`src/rtl/hexplane_pkg.sv`:
```
package hexplane_pkg;
  localparam int CELL_PX  = 8;
  localparam int CELL_SH  = 3;
  localparam int NPLANES  = 6;
  localparam int PIPE_LAT = 9;

  localparam logic [7:0] WT_LO  = 8'h21;
  localparam logic [7:0] WT_MID = 8'h47;
  localparam logic [7:0] WT_HI  = 8'h97;
  localparam logic [7:0] WB_LO  = 8'h4F;
  localparam logic [7:0] WB_HI  = 8'hA8;

  typedef logic [NPLANES-1:0] pix_code_t;

  typedef struct packed {
    logic [7:0] r;
    logic [7:0] g;
    logic [7:0] b;
  } rgb_t;

  // msb[k] is the current leftmost bit of plane k
  function automatic pix_code_t code_from_planes(input logic [NPLANES-1:0] msb);
    return {msb[3], msb[0], msb[4], msb[1], msb[5], msb[2]};
  endfunction

  function automatic logic [7:0] weigh3(input logic lo, input logic mid, input logic hi);
    return (lo ? WT_LO : 8'h00) + (mid ? WT_MID : 8'h00) + (hi ? WT_HI : 8'h00);
  endfunction

  function automatic rgb_t code_to_rgb(input pix_code_t c);
    rgb_t o;
    o.b = (c[0] ? WB_LO : 8'h00) + (c[1] ? WB_HI : 8'h00);
    o.g = weigh3(c[1], c[2], c[3]);
    o.r = weigh3(c[3], c[4], c[5]);
    return o;
  endfunction
endpackage

```
`src/rtl/hexplane_scan.sv`:
```
module hexplane_scan
  import hexplane_pkg::*;
#(
  parameter int H_TOTAL  = 384,
  parameter int V_TOTAL  = 256,
  parameter int ACT_W    = 304,
  parameter int ACT_H    = 216,
  parameter int HS_BEGIN = 320,
  parameter int HS_END   = 351,
  parameter int VS_BEGIN = 230,
  parameter int VS_END   = 233,
  parameter int HW       = $clog2(H_TOTAL),
  parameter int VW       = $clog2(V_TOTAL)
) (
  input  logic          clk,
  input  logic          rst,
  output logic [HW-1:0] hpos,
  output logic [VW-1:0] vpos,
  output logic          de_pre,
  output logic          de_out,
  output logic          hs_out,
  output logic          vs_out
);
  localparam logic [HW-1:0] H_LAST = HW'(H_TOTAL - 1);
  localparam logic [VW-1:0] V_LAST = VW'(V_TOTAL - 1);
  localparam logic [HW-1:0] ACT_W_C = HW'(ACT_W);
  localparam logic [VW-1:0] ACT_H_C = VW'(ACT_H);
  localparam logic [HW-1:0] HSB_C = HW'(HS_BEGIN);
  localparam logic [HW-1:0] HSE_C = HW'(HS_END);
  localparam logic [VW-1:0] VSB_C = VW'(VS_BEGIN);
  localparam logic [VW-1:0] VSE_C = VW'(VS_END);

  logic line_end, frame_end;
  logic de_now, hs_now, vs_now;
  logic [PIPE_LAT-1:0] de_p, hs_p, vs_p;

  assign line_end  = (hpos == H_LAST);
  assign frame_end = line_end && (vpos == V_LAST);

  always_ff @(posedge clk) begin
    if (rst) begin
      hpos <= '0;
      vpos <= '0;
    end else if (line_end) begin
      hpos <= '0;
      vpos <= frame_end ? '0 : vpos + 1'b1;
    end else begin
      hpos <= hpos + 1'b1;
    end
  end

  assign de_now = (hpos < ACT_W_C) && (vpos < ACT_H_C);
  assign hs_now = (hpos >= HSB_C) && (hpos <= HSE_C);
  assign vs_now = (vpos >= VSB_C) && (vpos <= VSE_C);

  // flags follow the same number of stages as the pixel data path
  always_ff @(posedge clk) begin
    if (rst) begin
      de_p <= '0;
      hs_p <= '0;
      vs_p <= '0;
    end else begin
      de_p <= {de_p[PIPE_LAT-2:0], de_now};
      hs_p <= {hs_p[PIPE_LAT-2:0], hs_now};
      vs_p <= {vs_p[PIPE_LAT-2:0], vs_now};
    end
  end

  assign de_pre = de_p[PIPE_LAT-2];
  assign de_out = de_p[PIPE_LAT-1];
  assign hs_out = hs_p[PIPE_LAT-1];
  assign vs_out = vs_p[PIPE_LAT-1];
endmodule

```
`src/rtl/hexplane_fetch.sv`:
```
module hexplane_fetch
  import hexplane_pkg::*;
#(
  parameter int COLS      = 38,
  parameter int TILE_BITS = 9,
  parameter int HW        = 9,
  parameter int VW        = 8,
  parameter int VAW       = 12,
  parameter int RAW       = TILE_BITS + CELL_SH
) (
  input  logic           clk,
  input  logic           rst,
  input  logic [HW-1:0]  hpos,
  input  logic [VW-1:0]  vpos,
  output logic [VAW-1:0] vram_addr,
  input  logic [7:0]     vram_data,
  output logic [RAW-1:0] rom_addr,
  output logic [15:0]    entry_w,
  output logic           cell_load
);
  logic [CELL_SH-1:0]    sub;
  logic [HW-CELL_SH-1:0] col;
  logic [VW-CELL_SH-1:0] trow;
  int                    entry_idx;
  logic [7:0]            hi_q;
  logic [TILE_BITS-1:0]  tile_q;
  logic                  entry_hi_unused;

  assign sub  = hpos[CELL_SH-1:0];
  assign col  = hpos[HW-1:CELL_SH];
  assign trow = vpos[VW-1:CELL_SH];

  always_comb entry_idx = int'(trow) * COLS + int'(col);

  // sub 0: high byte address, sub 1: low byte address
  assign vram_addr = VAW'(2 * entry_idx + ((sub == 3'd1) ? 1 : 0));

  assign entry_w = {hi_q, vram_data};
  assign entry_hi_unused = ^entry_w[15:TILE_BITS];

  always_ff @(posedge clk) begin
    if (rst) begin
      hi_q   <= '0;
      tile_q <= '0;
    end else begin
      if (sub == 3'd1) hi_q <= vram_data;
      if (sub == 3'd2) tile_q <= entry_w[TILE_BITS-1:0];
    end
  end

  assign rom_addr  = {tile_q, vpos[CELL_SH-1:0]};
  assign cell_load = (sub == 3'(CELL_PX - 1));
endmodule

```
`src/rtl/hexplane_shifter.sv`:
```
module hexplane_shifter
  import hexplane_pkg::*;
(
  input  logic                   clk,
  input  logic                   rst,
  input  logic                   cell_load,
  input  logic [NPLANES*8-1:0]   plane_data,
  output pix_code_t              code
);
  logic [NPLANES-1:0] msb;

  for (genvar k = 0; k < NPLANES; k++) begin : g_plane
    logic [7:0] sr;
    always_ff @(posedge clk) begin
      if (rst)            sr <= '0;
      else if (cell_load) sr <= plane_data[k*8 +: 8];
      else                sr <= {sr[6:0], 1'b0};
    end
    assign msb[k] = sr[7];
  end

  assign code = code_from_planes(msb);
endmodule

```
`src/rtl/hexplane_colour.sv`:
```
module hexplane_colour
  import hexplane_pkg::*;
(
  input  logic      clk,
  input  logic      rst,
  input  logic      de_pre,
  input  pix_code_t code,
  output rgb_t      rgb_q
);
  always_ff @(posedge clk) begin
    if (rst)         rgb_q <= '0;
    else if (de_pre) rgb_q <= code_to_rgb(code);
    else             rgb_q <= '0;
  end
endmodule

```
`src/rtl/hexplane_tilemap.sv`:
```
module hexplane_tilemap
  import hexplane_pkg::*;
#(
  parameter int COLS      = 38,
  parameter int ROWS      = 27,
  parameter int TILE_BITS = 9,
  parameter int H_TOTAL   = 384,
  parameter int HS_BEGIN  = 320,
  parameter int HS_END    = 351,
  parameter int V_TOTAL   = 256,
  parameter int VS_BEGIN  = 230,
  parameter int VS_END    = 233
) (
  input  logic                              clk,
  input  logic                              rst,
  output logic [$clog2(COLS*ROWS*2)-1:0]    vram_addr,
  input  logic [7:0]                        vram_data,
  output logic [TILE_BITS+CELL_SH-1:0]      rom_addr,
  input  logic [NPLANES*8-1:0]              plane_data,
  output logic [7:0]                        red_o,
  output logic [7:0]                        green_o,
  output logic [7:0]                        blue_o,
  output logic                              hsync_o,
  output logic                              vsync_o,
  output logic                              de_o
);
  localparam int ACT_W = COLS * CELL_PX;
  localparam int ACT_H = ROWS * CELL_PX;
  localparam int HW    = $clog2(H_TOTAL);
  localparam int VW    = $clog2(V_TOTAL);
  localparam int VAW   = $clog2(COLS*ROWS*2);
  localparam int RAW   = TILE_BITS + CELL_SH;

  logic [HW-1:0] hpos;
  logic [VW-1:0] vpos;
  logic          de_pre;
  logic [15:0]   entry_w;
  logic          cell_load;
  pix_code_t     code;
  rgb_t          rgb_q;

  hexplane_scan #(
    .H_TOTAL(H_TOTAL), .V_TOTAL(V_TOTAL), .ACT_W(ACT_W), .ACT_H(ACT_H),
    .HS_BEGIN(HS_BEGIN), .HS_END(HS_END), .VS_BEGIN(VS_BEGIN), .VS_END(VS_END),
    .HW(HW), .VW(VW)
  ) u_scan (
    .clk(clk), .rst(rst), .hpos(hpos), .vpos(vpos),
    .de_pre(de_pre), .de_out(de_o), .hs_out(hsync_o), .vs_out(vsync_o)
  );

  hexplane_fetch #(
    .COLS(COLS), .TILE_BITS(TILE_BITS), .HW(HW), .VW(VW), .VAW(VAW), .RAW(RAW)
  ) u_fetch (
    .clk(clk), .rst(rst), .hpos(hpos), .vpos(vpos),
    .vram_addr(vram_addr), .vram_data(vram_data),
    .rom_addr(rom_addr), .entry_w(entry_w), .cell_load(cell_load)
  );

  hexplane_shifter u_shift (
    .clk(clk), .rst(rst), .cell_load(cell_load),
    .plane_data(plane_data), .code(code)
  );

  hexplane_colour u_colour (
    .clk(clk), .rst(rst), .de_pre(de_pre), .code(code), .rgb_q(rgb_q)
  );

  assign red_o   = rgb_q.r;
  assign green_o = rgb_q.g;
  assign blue_o  = rgb_q.b;
endmodule

```
`config.mk`:
```
export PLATFORM = sky130hd
export DESIGN_NAME = hexplane_tilemap
export DESIGN_NICKNAME = d
export VERILOG_FILES = /design/src/rtl/hexplane_pkg.sv /design/src/rtl/hexplane_scan.sv /design/src/rtl/hexplane_fetch.sv /design/src/rtl/hexplane_shifter.sv /design/src/rtl/hexplane_colour.sv /design/src/rtl/hexplane_tilemap.sv
export SDC_FILE = /design/constraint.sdc
export NUM_CORES = 1
export LEC_CHECK = 0
export ABC_AREA = 1
export BUFFER_PORTS_ARGS = -buffer_cell sky130_fd_sc_hd__buf_2
export CAP_MARGIN = 10
export CORE_MARGIN = 2
export CORE_UTILIZATION = 50
export DETAILED_ROUTE_END_ITERATION = 8
export PLACE_DENSITY = 0.81
export SLEW_MARGIN = 20
export SYNTH_ARGS = -nofsm -noshare
export SYNTH_HDL_FRONTEND = slang
export SYNTH_HIERARCHICAL = 1
export SYNTH_SLANG_ARGS = --single-unit
```
`constraint.sdc`:
```
create_clock -name clk -period 3.5 [get_ports clk]
set_input_delay 0.7 -clock clk [delete_from_list [all_inputs] [get_ports clk]]
set_output_delay 0.7 -clock clk [all_outputs]
set_load 0.01 [all_outputs]
```
* Word-level counts from Yosys, hierarchy flattened
Cells that the tools add are included.
Cells by class: add/sub/neg operators 9, multipliers 1, magnitude comparators 6, equal/unequal tests 5, muxes and demuxes 16, bitwise operators 2, reductions and logical operators 7
Operators with widths (number):
- 2-to-1 mux 8 bit | 10
- adder 8 bit | 5
- 2-to-1 mux 7 bit | 3
- adder 12 bit | 1
- 2-to-1 mux 6 bit | 2
- adder 11 x 7 -> 11 bit | 1
- multiplier 5 x 5 -> 10 bit, second input constant | 1
- adder 9 x 1 -> 9 bit, second input constant | 1
- equality test 9 bit, second input constant | 1
- greater-or-equal comparator 9 bit, second input constant | 1
- less-or-equal comparator 9 bit, second input constant | 1
- less-than comparator 9 bit, second input constant | 1
- adder 8 x 1 -> 8 bit, second input constant | 1
- equality test 8 bit, second input constant | 1
- greater-or-equal comparator 8 bit, second input constant | 1
- less-or-equal comparator 8 bit, second input constant | 1
- less-than comparator 8 bit, second input constant | 1
- OR reduction 2 bit | 3
- logical AND 1 bit | 4
- equality test 3 x 1 -> 1 bit, second input constant | 1
- equality test 3 x 2 -> 1 bit, second input constant | 1
- equality test 3 bit, second input constant | 1
- inverter 1 bit | 2
- 2-to-1 mux 1 bit | 1
Storage, ports and cells: flip-flop bits (word level) 126, output and inout port bits 51, logic and storage cells 68

* Longest topological paths before layout
depth in word-level cells 3, mapped depth 13, mapped depth without buffers 13

* Hierarchy
Netlist, hierarchy kept.
By module, submodules not included:
- hexplane_shifter | instances 1, cells each 291, area each 1916.8 µm², seq. area each 960.9 µm²
- hexplane_scan | instances 1, cells each 214, area each 1672.9 µm², seq. area each 880.8 µm²
- hexplane_fetch | instances 1, cells each 192, area each 1441.4 µm², seq. area each 340.3 µm²
- hexplane_colour | instances 1, cells each 60, area each 638.1 µm², seq. area each 300.3 µm²

* Least setup slack after synthesis
OpenSTA, ideal clock, no wires.
kind reg2out, start point register u_scan.vpos[3], end point output port vram_addr[9], arrival time 2444 ps, data required time 2800 ps, slack 356 ps, stages on the path, launching flop included 13, cells stage by stage dfxtp_1 -> ha_1 -> ha_1 -> ha_1 -> xor2_1 -> ha_1 -> nand2_1 -> nor2_1 -> nand2_1 -> nand3_2 -> nand2_4 -> nor2_4 -> xor2_2
On the way: word-level cells in the longest chain between the ends 3
RTL lines:
- from (decl) | line hexplane_scan.sv:18 | output logic [VW-1:0] vpos,
- from (signal assigned) | line hexplane_scan.sv:46 | vpos <= frame_end ? '0 : vpos + 1'b1;
- multiplier 5 x 5 -> 10 bit | line hexplane_fetch.sv:33 | always_comb entry_idx = int'(trow) * COLS + int'(col);
- adder 11 x 7 -> 11 bit | line hexplane_fetch.sv:33
- adder 12 bit | line hexplane_fetch.sv:36 | assign vram_addr = VAW'(2 * entry_idx + ((sub == 3'd1) ? 1 : 0));
- to (decl) | line hexplane_tilemap.sv:16 | output logic [$clog2(COLS*ROWS*2)-1:0] vram_addr,
Every way passes these cells.

* Worst setup path in the final report
start point register u_scan.vpos[4], end point output port vram_addr[10]
Same word-level chain as after synthesis.

==> metrics.md <==
| Metric | Value |
|---|---|
| DR iter-0 viols | `approximately 230` |
| # diodes | `0` |
| Worst-path maximum fanout | `3` |
| Status | `finished, violations left` |
| Type of the most critical hold path | `flip-flop to flip-flop` |
| RSZ-0062 raised after global routing | `yes` |
| Relative slew margins | `between 50% and 60%` |
| Crit path time final | `between 3 and 4 ns` |
| Clock Tree Buf Depth | `2` |
| Fin crit share | `104%` |
| Clk root buf | `clkbuf_8` |
| Synthesized area per cell | `approximately 7.5 um2` |
| CP Launch Type | `flip-flop` |
| CP Data Required Time | `2.80 ns` |
| Antenna violations before repair | `0` |
| Critical path class | `flip-flop to output pin` |
| Fmax | `0.275 GHz` |
| Starting density of the core | `51.9%` |
| Global-route wire length before repair | `17300 um` |
| Dpl ws | `0.155 ns` |
| Fill cell count | `between 900 and 1000` |
| Vias | `between 4000 and 5000` |
| CP Capture Type | `output pin` |
| Warning count from the yosys run | `6` |
| R2r startpoint | `u_scan/hpos[1]` |
| Hold depth | `2` |
| PortBufs | `108` |
| FF-to-FF path depth | `5` |
| TritonCTS clock tree | `done` |
| Residual DRC count | `0` |
| Hold Worst Slack | `0.395 ns` |
| CTS buffer count | `17` |
| Post-CTS Hold Buffers | `0` |
| Worst reg2reg endpoint | `u_shift/g_plane[3].sr[7]` |
| Routed wire length | `10400 um` |
| Via density | `approximately 4.5` |
| Syn Nets | `810` |
| Max cap viols | `0` |
| Final setup skew | `~0.0066 ns` |
| Rows | `37` |
| Area grow syn2layout | `24.3%` |
| Multi-input logic area | `2440 um2` |
| Share of cells above drive strength 1 | `25.5%` |
| Gate Count Post-Synth | `721` |
| Mapped Area | `5380 um2` |
| Final Slew Violations | `0` |
| Die Wd | `108 um` |
| Core area | `10400 um2` |
| Power Density | `480 nW/um2` |
| Critical Path AT | `2.94 ns` |
| # setup viols final | `5` |
| Worst slew pin tran | `0.629 ns` |
| Hold Fails Final Rpt | `0` |
| H-tree levels | `4` |
| Final ANT Viol Nets | `0` |
| Max VDD drop | `0.367 mV` |
| Setup TNS | `-0.555 ns` |
| Final Worst Setup Slack | `-0.140 ns` |
| Clock latency on the worst-skew pair | `0.50 ns` |
| Violated checks | `negative setup slack` |
| Final HPWL DP | `roughly 6900 um` |
| Seq. cell area | `2350 um2` |
| Placer's final routability congestion estimate | `roughly 0.83` |
| Vias in the first global route | `3988` |
| Count of boundary I/O pins | `109` |
| Reg2reg setup slack | `1.49 ns` |
| CTS clk-pin slew, worst paths | `0.05 ns` |
| Pleak | `around 3.2 nW` |
| Wire per inst | `between 10 and 15 um` |
| Hold_sp | `u_scan/vs_p[0]` |
| Total die area | `between 10000 and 15000 um2` |
| Fin cells | `967` |
| Cell count after placement | `931` |
| GRT Total Usage | `18.8%` |
| Hold Crit Endpoint | `u_scan/vs_p[1]` |
| Pin count of the biggest net entering global routing | `42` |
| Grt ovf | `0` |
| Drt pass-1 iters | `4` |
| Post-Route Utilization | `about 65%` |
| Clock tree sinks | `117` |
| Chip height | `108 um` |
| # nets final | `just over 900` |
[how the worst max path moves through the flow]
stage	start	endpoint	depth (start not counted)
3_3_place_gp	u_scan/vpos[6]	vram_addr[11]	14
3_5_place_dp	u_scan/vpos[6]	vram_addr[11]	14
4_1_cts	u_scan/vpos[4]	vram_addr[9]	14
5_1_grt	u_scan/vpos[4]	vram_addr[10]	16
2_1_floorplan	u_scan/vpos[3]	vram_addr[9]	12
6_report	u_scan/vpos[4]	vram_addr[10]	16
[state kept, by name, summed over array words and instances (netlist names)]
name                count
u_fetch/tile_q          9
u_scan/vpos             8
u_scan/hpos             9
u_scan/hs_p             9
u_colour/rgb_q         15
u_scan/vs_p             9
u_fetch/hi_q            1
u_shift/g_plane.sr     48
u_scan/de_p             9
[through the flow]
| stage | power (mW) | instance area (um2) |
|---|---|---|
| floorplan | 1.46 | 5380 |
| global placement | 1.51 | 5900 |
| detailed placement | 1.51 | 5900 |
| CTS | 3.24 | 6650 |
| global route | 3.33 | 6690 |
| finish | 3.21 | 6690 |
[repair_timing]
action,in CTS,in global routing
hold endpoints to repair,0,0
buffers inserted,5,1
endpoints found under the setup margin,5,5
resized for setup,19,7
pin swaps,10,8
[worst max-delay path, cell delays in order (launching register included)]
cell	delay, ns
dfxtp_2	0.34
buf_6	0.13
ha_4	0.16
ha_4	0.16
fa_2	0.36
xor2_1	0.16
ha_1	0.32
buf_4	0.12
buf_6	0.08
buf_6	0.09
nand2_2	0.05
nand2_2	0.07
nand3_2	0.07
nor2_1	0.10
nand2_1	0.06
nand2_1	0.05
buf_2	0.12
[power breakdown]
group	switching [mW]	total (mW)	leakage, nW	internal [mW]
clock network	0.590	1.73	0.293	1.14
logic	0.0696	0.123	1.98	0.0533
registers	0.0123	1.36	0.948	1.35
[cells in the final DEF (no fill, tap or decap), drive strengths merged]
| cell type | instances |
|---|---|
| clkbuf | 20 |
| clkinvlp | 2 |
| nand3b | 1 |
| buf | 120 |
| xnor2 | 3 |
| a31oi | 2 |
| nor2 | 155 |
| clkinv | 7 |
| xor2 | 5 |
| nand2 | 166 |
| o21ai | 7 |
| o21bai | 3 |
| nand3 | 25 |
| or2 | 1 |
| fa | 7 |
| nand4 | 11 |
| ha | 24 |
| bufinv | 3 |
| nor3b | 2 |
| nor4 | 1 |
| dfxtp | 117 |
| a21oi | 21 |
| nor3 | 5 |
| inv | 123 |
[area by class of cell]
type                    count  area share [%]
flip-flops and latches    117            35.2
repair buffers            120            9.60
clock inverters            11            2.24
well taps                 136            2.54
multi-input cells         439            36.5
clock buffers              20            6.81
inverters                 124            7.15
[layer usage]
metal | global-route usage [%] | routed length, um | part of all wire, % | vias up
li1 | - | - | - | 2333
met5 | 0 | 0 | 0 | -
met1 | 23.2 | 4690 | 45 | 1932
met3 | 5.87 | 577 | 5.5 | 22
met4 | 8.42 | 227 | 2.2 | 0
met2 | 30.1 | 4910 | 47 | 111
(Power assumes the default switching activity.)
